[config.mk]
export PLATFORM = sky130hd
export DESIGN_NAME = gpio_cond
export DESIGN_NICKNAME = d
export VERILOG_FILES = /design/src/rtl/gpio_cond_pkg.sv /design/src/rtl/gpio_sync.sv /design/src/rtl/gpio_filter.sv /design/src/rtl/gpio_evcount.sv /design/src/rtl/gpio_edge.sv /design/src/rtl/gpio_cond.sv
export SDC_FILE = /design/constraint.sdc
export NUM_CORES = 1
export LEC_CHECK = 0
export ABC_AREA = 1
export BUFFER_PORTS_ARGS = -buffer_cell sky130_fd_sc_hd__buf_2
export CORE_AREA = 2 2 73 75
export CTS_CLUSTER_DIAMETER = 80
export DETAILED_ROUTE_END_ITERATION = 8
export DIE_AREA = 0 0 75 77
export GPL_TIMING_DRIVEN = 0
export PLACE_DENSITY = 0.72
export SYNTH_ARGS = -nofsm -noshare
export SYNTH_HDL_FRONTEND = slang
export SYNTH_SLANG_ARGS = --single-unit
export TNS_END_PERCENT = 10
[constraint.sdc]
create_clock -name clk -period 6.9 [get_ports clk]
set_input_delay 0.345 -clock clk [delete_from_list [all_inputs] [get_ports clk]]
set_output_delay 0.345 -clock clk [all_outputs]
set_load 0.01 [all_outputs]
[src/rtl/gpio_cond_pkg.sv]
package gpio_cond_pkg;
    localparam int unsigned SYNC_STAGES = 2;

    typedef struct packed {
        logic prev;
        logic armed;
        logic sts;
    } edge_state_t;
endpackage

[src/rtl/gpio_sync.sv]
module gpio_sync #(
    parameter int unsigned STAGES = 2
) (
    input  logic clk,
    input  logic rst_n,
    input  logic din,
    output logic dout
);
    logic [STAGES-1:0] chain_d, chain_q;

    generate
        if (STAGES == 1) begin : g_one
            always_comb chain_d = din;
        end else begin : g_many
            always_comb chain_d = {chain_q[STAGES-2:0], din};
        end
    endgenerate

    always_ff @(posedge clk or negedge rst_n) begin
        if (!rst_n) chain_q <= '0;
        else        chain_q <= chain_d;
    end

    assign dout = chain_q[STAGES-1];
endmodule

[src/rtl/gpio_filter.sv]
module gpio_filter #(
    parameter int unsigned LEN_W = 8
) (
    input  logic             clk,
    input  logic             rst_n,
    input  logic             din,
    input  logic             flt_en,
    input  logic [LEN_W-1:0] len,
    output logic             dout
);
    typedef struct packed {
        logic             lvl;
        logic [LEN_W-1:0] run;
    } flt_t;

    flt_t             st_d, st_q;
    logic [LEN_W:0]   need;
    logic [LEN_W:0]   next_run;

    always_comb begin
        need     = (len == '0) ? (LEN_W+1)'(1) : {1'b0, len};
        next_run = {1'b0, st_q.run} + (LEN_W+1)'(1);
        st_d     = st_q;
        if (!flt_en) begin
            st_d.lvl = din;
            st_d.run = '0;
        end else if (din == st_q.lvl) begin
            st_d.run = '0;
        end else if (next_run >= need) begin
            st_d.lvl = din;
            st_d.run = '0;
        end else begin
            st_d.run = next_run[LEN_W-1:0];
        end
    end

    always_ff @(posedge clk or negedge rst_n) begin
        if (!rst_n) st_q <= '0;
        else        st_q <= st_d;
    end

    assign dout = st_q.lvl;
endmodule

[src/rtl/gpio_evcount.sv]
module gpio_evcount #(
    parameter int unsigned CMP_W = 16
) (
    input  logic             clk,
    input  logic             rst_n,
    input  logic             din,
    input  logic             en,
    input  logic             cnt_en,
    input  logic [CMP_W-1:0] cmp,
    output logic             ev_o,
    output logic             lvl_o
);
    typedef struct packed {
        logic             fd;
        logic             ev;
        logic [CMP_W-1:0] cnt;
    } cnt_t;

    cnt_t           st_d, st_q;
    logic [CMP_W:0] goal;
    logic [CMP_W:0] next_cnt;

    always_comb begin
        goal     = (cmp == '0) ? (CMP_W+1)'(1) : {1'b0, cmp};
        next_cnt = {1'b0, st_q.cnt} + (CMP_W+1)'(1);
        st_d     = st_q;
        st_d.fd  = din;
        st_d.ev  = 1'b0;
        if (!en || !cnt_en) begin
            st_d.cnt = '0;
        end else if (din && !st_q.fd) begin
            if (next_cnt >= goal) begin
                st_d.ev  = 1'b1;
                st_d.cnt = '0;
            end else begin
                st_d.cnt = next_cnt[CMP_W-1:0];
            end
        end
    end

    always_ff @(posedge clk or negedge rst_n) begin
        if (!rst_n) st_q <= '0;
        else        st_q <= st_d;
    end

    assign ev_o  = st_q.ev;
    assign lvl_o = cnt_en ? st_q.ev : st_q.fd;
endmodule

[src/rtl/gpio_edge.sv]
module gpio_edge
    import gpio_cond_pkg::*;
(
    input  logic clk,
    input  logic rst_n,
    input  logic lvl,
    input  logic en,
    input  logic rise_en,
    input  logic fall_en,
    input  logic clr,
    output logic sts_o
);
    edge_state_t st_d, st_q;
    logic        hit;

    always_comb begin
        st_d = st_q;
        hit  = 1'b0;
        if (!en) begin
            st_d.armed = 1'b0;
        end else if (!st_q.armed) begin
            st_d.armed = 1'b1;
            st_d.prev  = lvl;
        end else begin
            hit = (rise_en && lvl && !st_q.prev) ||
                  (fall_en && !lvl && st_q.prev);
            st_d.prev = lvl;
        end
        st_d.sts = (st_q.sts && !clr) || hit;
    end

    always_ff @(posedge clk or negedge rst_n) begin
        if (!rst_n) st_q <= '0;
        else        st_q <= st_d;
    end

    assign sts_o = st_q.sts;
endmodule

[src/rtl/gpio_cond.sv]
module gpio_cond
    import gpio_cond_pkg::*;
#(
    parameter int unsigned FLT_W = 8,
    parameter int unsigned CNT_W = 16
) (
    input  logic             clk,
    input  logic             rst_n,
    input  logic             pin_i,
    input  logic             en_i,
    input  logic             flt_en_i,
    input  logic [FLT_W-1:0] flt_len_i,
    input  logic             cnt_en_i,
    input  logic [CNT_W-1:0] cnt_cmp_i,
    input  logic             rise_en_i,
    input  logic             fall_en_i,
    input  logic             clr_i,
    output logic             level_o,
    output logic             event_o,
    output logic             edge_sts_o
);
    logic pin_sync;
    logic pin_flt;
    logic stage_lvl;

    gpio_sync #(.STAGES(SYNC_STAGES)) u_sync (
        .clk (clk), .rst_n (rst_n), .din (pin_i), .dout (pin_sync)
    );

    gpio_filter #(.LEN_W(FLT_W)) u_filter (
        .clk (clk), .rst_n (rst_n), .din (pin_sync),
        .flt_en (flt_en_i), .len (flt_len_i), .dout (pin_flt)
    );

    gpio_evcount #(.CMP_W(CNT_W)) u_count (
        .clk (clk), .rst_n (rst_n), .din (pin_flt), .en (en_i),
        .cnt_en (cnt_en_i), .cmp (cnt_cmp_i),
        .ev_o (event_o), .lvl_o (stage_lvl)
    );

    gpio_edge u_edge (
        .clk (clk), .rst_n (rst_n), .lvl (stage_lvl), .en (en_i),
        .rise_en (rise_en_i), .fall_en (fall_en_i), .clr (clr_i),
        .sts_o (edge_sts_o)
    );

    assign level_o = stage_lvl;
endmodule

== Word-level counts from Yosys, hierarchy flattened ==
Cells that the tools add are included.

* Input bits: 33
* Flip-flop bits (word level): 32
* Output and inout port bits: 3
* Word-level logic and storage cells: 51

* Equal/unequal tests: 3
* Reductions and logical operators: 19
* Add/subtract/negate cells: 2
* $lt $le $gt $ge: 2
* Muxes and demuxes: 16

{| class="wikitable"
|+ Operators with widths
! cell !! number
|-
| $mux W16 || 3
|-
| $mux W8 || 3
|-
| $add A16 B1 Y17 const B || 1
|-
| $ge A17 B17 Y1 || 1
|-
| $mux W17 || 1
|-
| $logic_not A16 Y1 || 1
|-
| $add A8 B1 Y9 const B || 1
|-
| $ge A9 B9 Y1 || 1
|-
| $mux W9 || 1
|-
| $logic_not A8 Y1 || 1
|-
| $mux W1 || 8
|-
| $logic_and A1 B1 Y1 || 6
|-
| $logic_not A1 Y1 || 6
|-
| $logic_or A1 B1 Y1 || 3
|-
| $ne A2 B1 Y1 const B || 1
|-
| $ne A2 B2 Y1 const B || 1
|-
| $reduce_and A2 Y1 || 1
|-
| $reduce_bool A2 Y1 || 1
|-
| $eq A1 B1 Y1 || 1
|}

== Logic depth before layout (Yosys ltp) ==
* Depth after elaboration: 8
* Gate-level depth with buffers: 17
* Mapped depth without buffers: 16

== Hierarchy ==
A second synthesis with hierarchy kept.

* Cells, all modules: 331
* Area total of the unflattened synthesis: 2,471.1 µm²

{| class="wikitable"
|+ Modules (own cells, without submodules)
! module !! area each (µm²) !! times used !! cells each !! seq. area each (µm²)
|-
| gpio_evcount || 1,609.0 || 1 || 224 || 450.4
|-
| gpio_filter || 681.9 || 1 || 88 || 225.2
|-
| gpio_edge || 130.1 || 1 || 17 || 75.1
|-
| gpio_sync || 50.0 || 1 || 2 || 50.0
|}

== Least setup slack after synthesis ==
OpenSTA, ideal clock, no wires.

* Path kind: register to register
* Start point: register u_count.st_q[0] (netlist bit)
* End point: register u_count.st_q[10] (netlist bit)
* Setup time: 0.066 ns
* Data arrival time: 2.272 ns
* Clock period less this slack: 2.338 ns
* Required time: 6.834 ns
* Path buffers: 1
* Cell stages (with the launch flop): 18
* Slack: 4.562 ns
* Path through: dfrtp_1 > ha_1 > nand2_2 > nor2_4 > nand3_1 > nor2_2 > xor2_2 > ha_1 > nand2_1 > inv_1 > nand2_1 > nor2_1 > nand2_1 > nand3_1 > a21oi_4 > buf_6 > nand4_1 > nand2_1

* Word-level cells in the longest chain between the ends: 5

{| class="wikitable"
|+ Ends and longest elaborated chain
! what !! line !! text
|-
| from (decl) || gpio_evcount.sv:19 || <nowiki>cnt_t st_d, st_q;</nowiki>
|-
| from (signal assigned) || gpio_evcount.sv:43 || <nowiki>else st_q <= st_d;</nowiki>
|-
| $add A16 B1 Y17 (*) || gpio_evcount.sv:25 || <nowiki>next_cnt = {1'b0, st_q.cnt} + (CMP_W+1)'(1);</nowiki>
|-
| $ge A17 B17 Y1 || gpio_evcount.sv:32 || <nowiki>if (next_cnt >= goal) begin</nowiki>
|-
| $mux W16 (*) || gpio_evcount.sv:32 ||
|-
| $mux W17 (*) || gpio_evcount.sv:31 || <nowiki>end else if (din && !st_q.fd) begin</nowiki>
|-
| $mux W16 (*) || gpio_evcount.sv:29 || <nowiki>if (!en || !cnt_en) begin</nowiki>
|}

Mark *: on every way between the ends. The rest lies on a longest branch, timed or not. The select of a mux whose other input is x is not followed.
A chain may end at the register's enable or synchronous reset.

== Worst setup path after layout ==
* Start point: register u_count.st_q[0] (netlist bit)
* End point: register u_count.st_q[11] (netlist bit)

The elaborated chain is that of the path after synthesis.

==> impl_metrics.json <==
{
  "synth_fa_ha_area_frac": 0.133,
  "grt_overflow_total": 0,
  "synth_area_sq_um": 2450,
  "synth_ff_type": "dfrtp_1",
  "grt_antenna_before_repair": 0,
  "post-dp-hpwl_mm": 4.12,
  "cts-root-buf": "clkbuf_8",
  "synth_compound_gate_area_share": 0.0650,
  "worst_slew_margin_rel": 0.532,
  "yosysTopAreaCell": "dfrtp_1",
  "clk_path_buf_depth": 2,
  "detail_route.drc_violations": 0,
  "holdCritPathClass": "input port to asynchronous set/reset pin",
  "synth.most_common_cell": "nand2_1",
  "largest_net_degree_at_the_start_of_global_routing": 33,
  "final_net_count": 424,
  "fin_crit_ns": 2.79,
  "timing.critical_path.slowest_cell_delay_ns": 0.44,
  "dieHeight_um": 77,
  "finalHoldViolCount": 0,
  "tritoncts_clock_tree": "done",
  "post_drt_wl_per_cell_um": 11.8,
  "power.leakage_nw": 1.66,
  "grt_util_all_layers": 0.191,
  "yosysWarningCount": 0,
  "gp_weighted_congestion": 0.804,
  "antenna_violating_nets_post_route": 0,
  "worst_slew_pin_slew_ns": 0.702,
  "synth.lib_cells_used.distinct": 35,
  "initial_utilization": 0.491,
  "die-area_sq_um": 5780,
  "timing.critical_path.fanout_max": 10,
  "cts.htree.levels": 2,
  "cellPowerDensity_nw_per_um2": 156,
  "area_delta_synth_final_pct": 15.9,
  "first_global_vias": 2022,
  "num_antenna_cells": 0,
  "final.fill_count": 489,
  "share_of_final_layout_standard_cells_stronger_than_drive_strength_1": 0.172,
  "fin_crit_sh": 0.404,
  "post_cts_resized": 0,
  "endpoint_kind": "flip-flop",
  "worst_path_max_delay_cell": "dfrtp_1",
  "avgSynthCellArea_sq_um": 7.57,
  "dominant_combinational_cell_family_by_area_after_synthesis": "simple AND/OR/NAND/NOR gates",
  "start_kind": "flip-flop",
  "finalClockSkew_ns": 0.0102,
  "cts.sink_count": 32,
  "drt-vias-per-instance": 5.05,
  "final_design_area_no_fill_sq_um": 2840,
  "syn_nets": 382,
  "worst-endpoint-arrival_ns": 3.00,
  "synthCells": 323,
  "number_of_vias_in_the_routed_layout": 2202,
  "maxSlewViolCount": 0,
  "post_cts_buffers": 0,
  "drt-pass1-iter-count": 4,
  "row_count": 26,
  "yosys_register_bits": 32,
  "post_synth_and_or_nand_nor_area_fraction": 0.320,
  "place_area_sq_um": 2710,
  "worstSkewPairLatency_ns": 0.29,
  "synth_area_leaders": "dfrtp_1 (33%), nand2_1 (14%), ha_1 (13%)",
  "critPathLaunch": "u_count.st_q[0]",
  "max_freq_mhz": 359,
  "clk_pin_slew_worst_paths_ns": 0.07,
  "rr_startpoint": "u_count.st_q[0]",
  "synth_xor_area_frac": 0.0639,
  "io_buffers": 35,
  "numCtsBuffers": 5,
  "yosys-top-cells-count": "nand2_1 (92), inv_1 (51), dfrtp_1 (32), ha_1 (26), nor2_1 (19)",
  "io_pins": 36,
  "synth_edf_count": 0,
  "worstSetupPathType": "flip-flop to flip-flop",
  "ir_worst_vdd_mv": 0.0859,
  "fp.dieW_um": 75,
  "crit_path_frequent_cell": "nand2_1",
  "totalNegativeSetupSlack_ns": 0,
  "timing.critical_path.cells": "ha_1, nand2_2, nor2_4, nand3_1, nor2_2, xor2_2, ha_1, nand2_1, inv_1, nand2_1, nor2_1, nand2_1, nand3_1, a21oi_4, buf_6, nand4_1, nand2_1",
  "detail_route.wirelength_mm": 5.16,
  "critical_path_required_ns": 7.12,
  "seq_area_frac_synth": 0.327,
  "setup_viol_count_final": 0,
  "first_drt_iteration_drcs": 82,
  "rsz_0062_raised_after_global_routing": "no",
  "synth_largest_type_area_fraction": 0.327,
  "outcome": "finished, final reports clean",
  "r2r_setup_slack_ns": 4.11,
  "fp.coreArea_sq_um": 4980,
  "holdBufCountCts": 0,
  "synth_mux_area_frac": 0,
  "drv.max_cap_violation_count": 0,
  "grt_first_pass_wirelength_mm": 8.59,
  "report.power.total_uw": 442,
  "ffs_w_async_s_r_synth": 1.00,
  "reg2regPathDepth": 17
}
## layout make-up
type | instances | area (sq um) | area share
Multi-Input combinational cell | 235 | 1420 | 0.502
Sequential cell | 32 | 801 | 0.282
Inverter | 52 | 195 | 0.0688
Timing Repair Buffer | 35 | 175 | 0.0618
Clock buffer | 7 | 96.3 | 0.0340
Tap cell | 70 | 87.6 | 0.0309
Clock inverter | 1 | 30.0 | 0.0106
Buffer | 4 | 26.3 | 0.00927
## report_power, final
part	total, mW	switching, mW	internal, mW
registers	0.196	0.00415	0.192
logic	0.0498	0.0298	0.0200
clock network	0.196	0.0687	0.127
total	0.442	0.103	0.339
## state kept, by name (all words and copies together) (netlist names)
signal / cells
u_filter.dout: 1
u_edge.sts_o: 1
u_count.ev_o: 1
u_count.st_q: 17
u_filter.st_q: 8
u_edge.st_q: 2
u_sync.chain_q: 2
## routing by layer
| metal | GRT usage | wire (um) |
|---|---|---|
| met3 | 0.0276 | 127 |
| met5 | 0 | 0 |
| met4 | 0.0643 | 76 |
| met2 | 0.339 | 2690 |
| met1 | 0.229 | 2270 |
## critical path, delay by kind of cell, from the launching register on
kind	cells	cell delay (ns)
xor gates and xnor gates	1	0.23
adders and majority gates	2	0.51
and+or+nand+nor	11	1.04
buffers and inverters	2	0.24
AOI/OAI and AO/OA	1	0.23
DFF	1	0.44
## layout by cell type (no fill, tap or decap), types with 12 or more instances in the layout
master   instances
nand2_1         92
nor2_1          19
inv_1           51
xor2_1          12
nand4_1         17
buf_2           35
dfrtp_1         32
a21oi_1         12
ha_1            26
nand3_1         13
## worst paths after layout
path | to
setup / recovery | u_count.st_q[11]
hold / removal | u_count.st_q[1]
setup reg to reg | u_count.st_q[11]
hold reg to reg | u_sync.chain_q[1]
max in group asynchronous | u_count.st_q[11]
min in group clk | u_sync.chain_q[0]
## cell families (layout without fill, tap and decap cells)
group	count (synthesis)	after routing
xor gates and xnor gates	17	17
adders and majority gates	26	26
and+or+nand+nor	167	167
DFF	32	32
AOI/OAI and AO/OA	25	25
buffers and inverters	56	99
## metrics by stage
step | util | hold slack, ns | std cells | worst slack (ns)
finish | 0.570 | 0.0996 | 436 | 4.11
global route | 0.570 | 0.147 | 436 | 3.89
CTS | 0.570 | 0.119 | 436 | 4.09
detailed placement | 0.544 | 0.345 | 428 | 4.12
global placement | 0.544 | 0.358 | 428 | 4.17
floorplan | - | 0.0494 | 323 | 4.56
(Power assumes the default switching activity.)
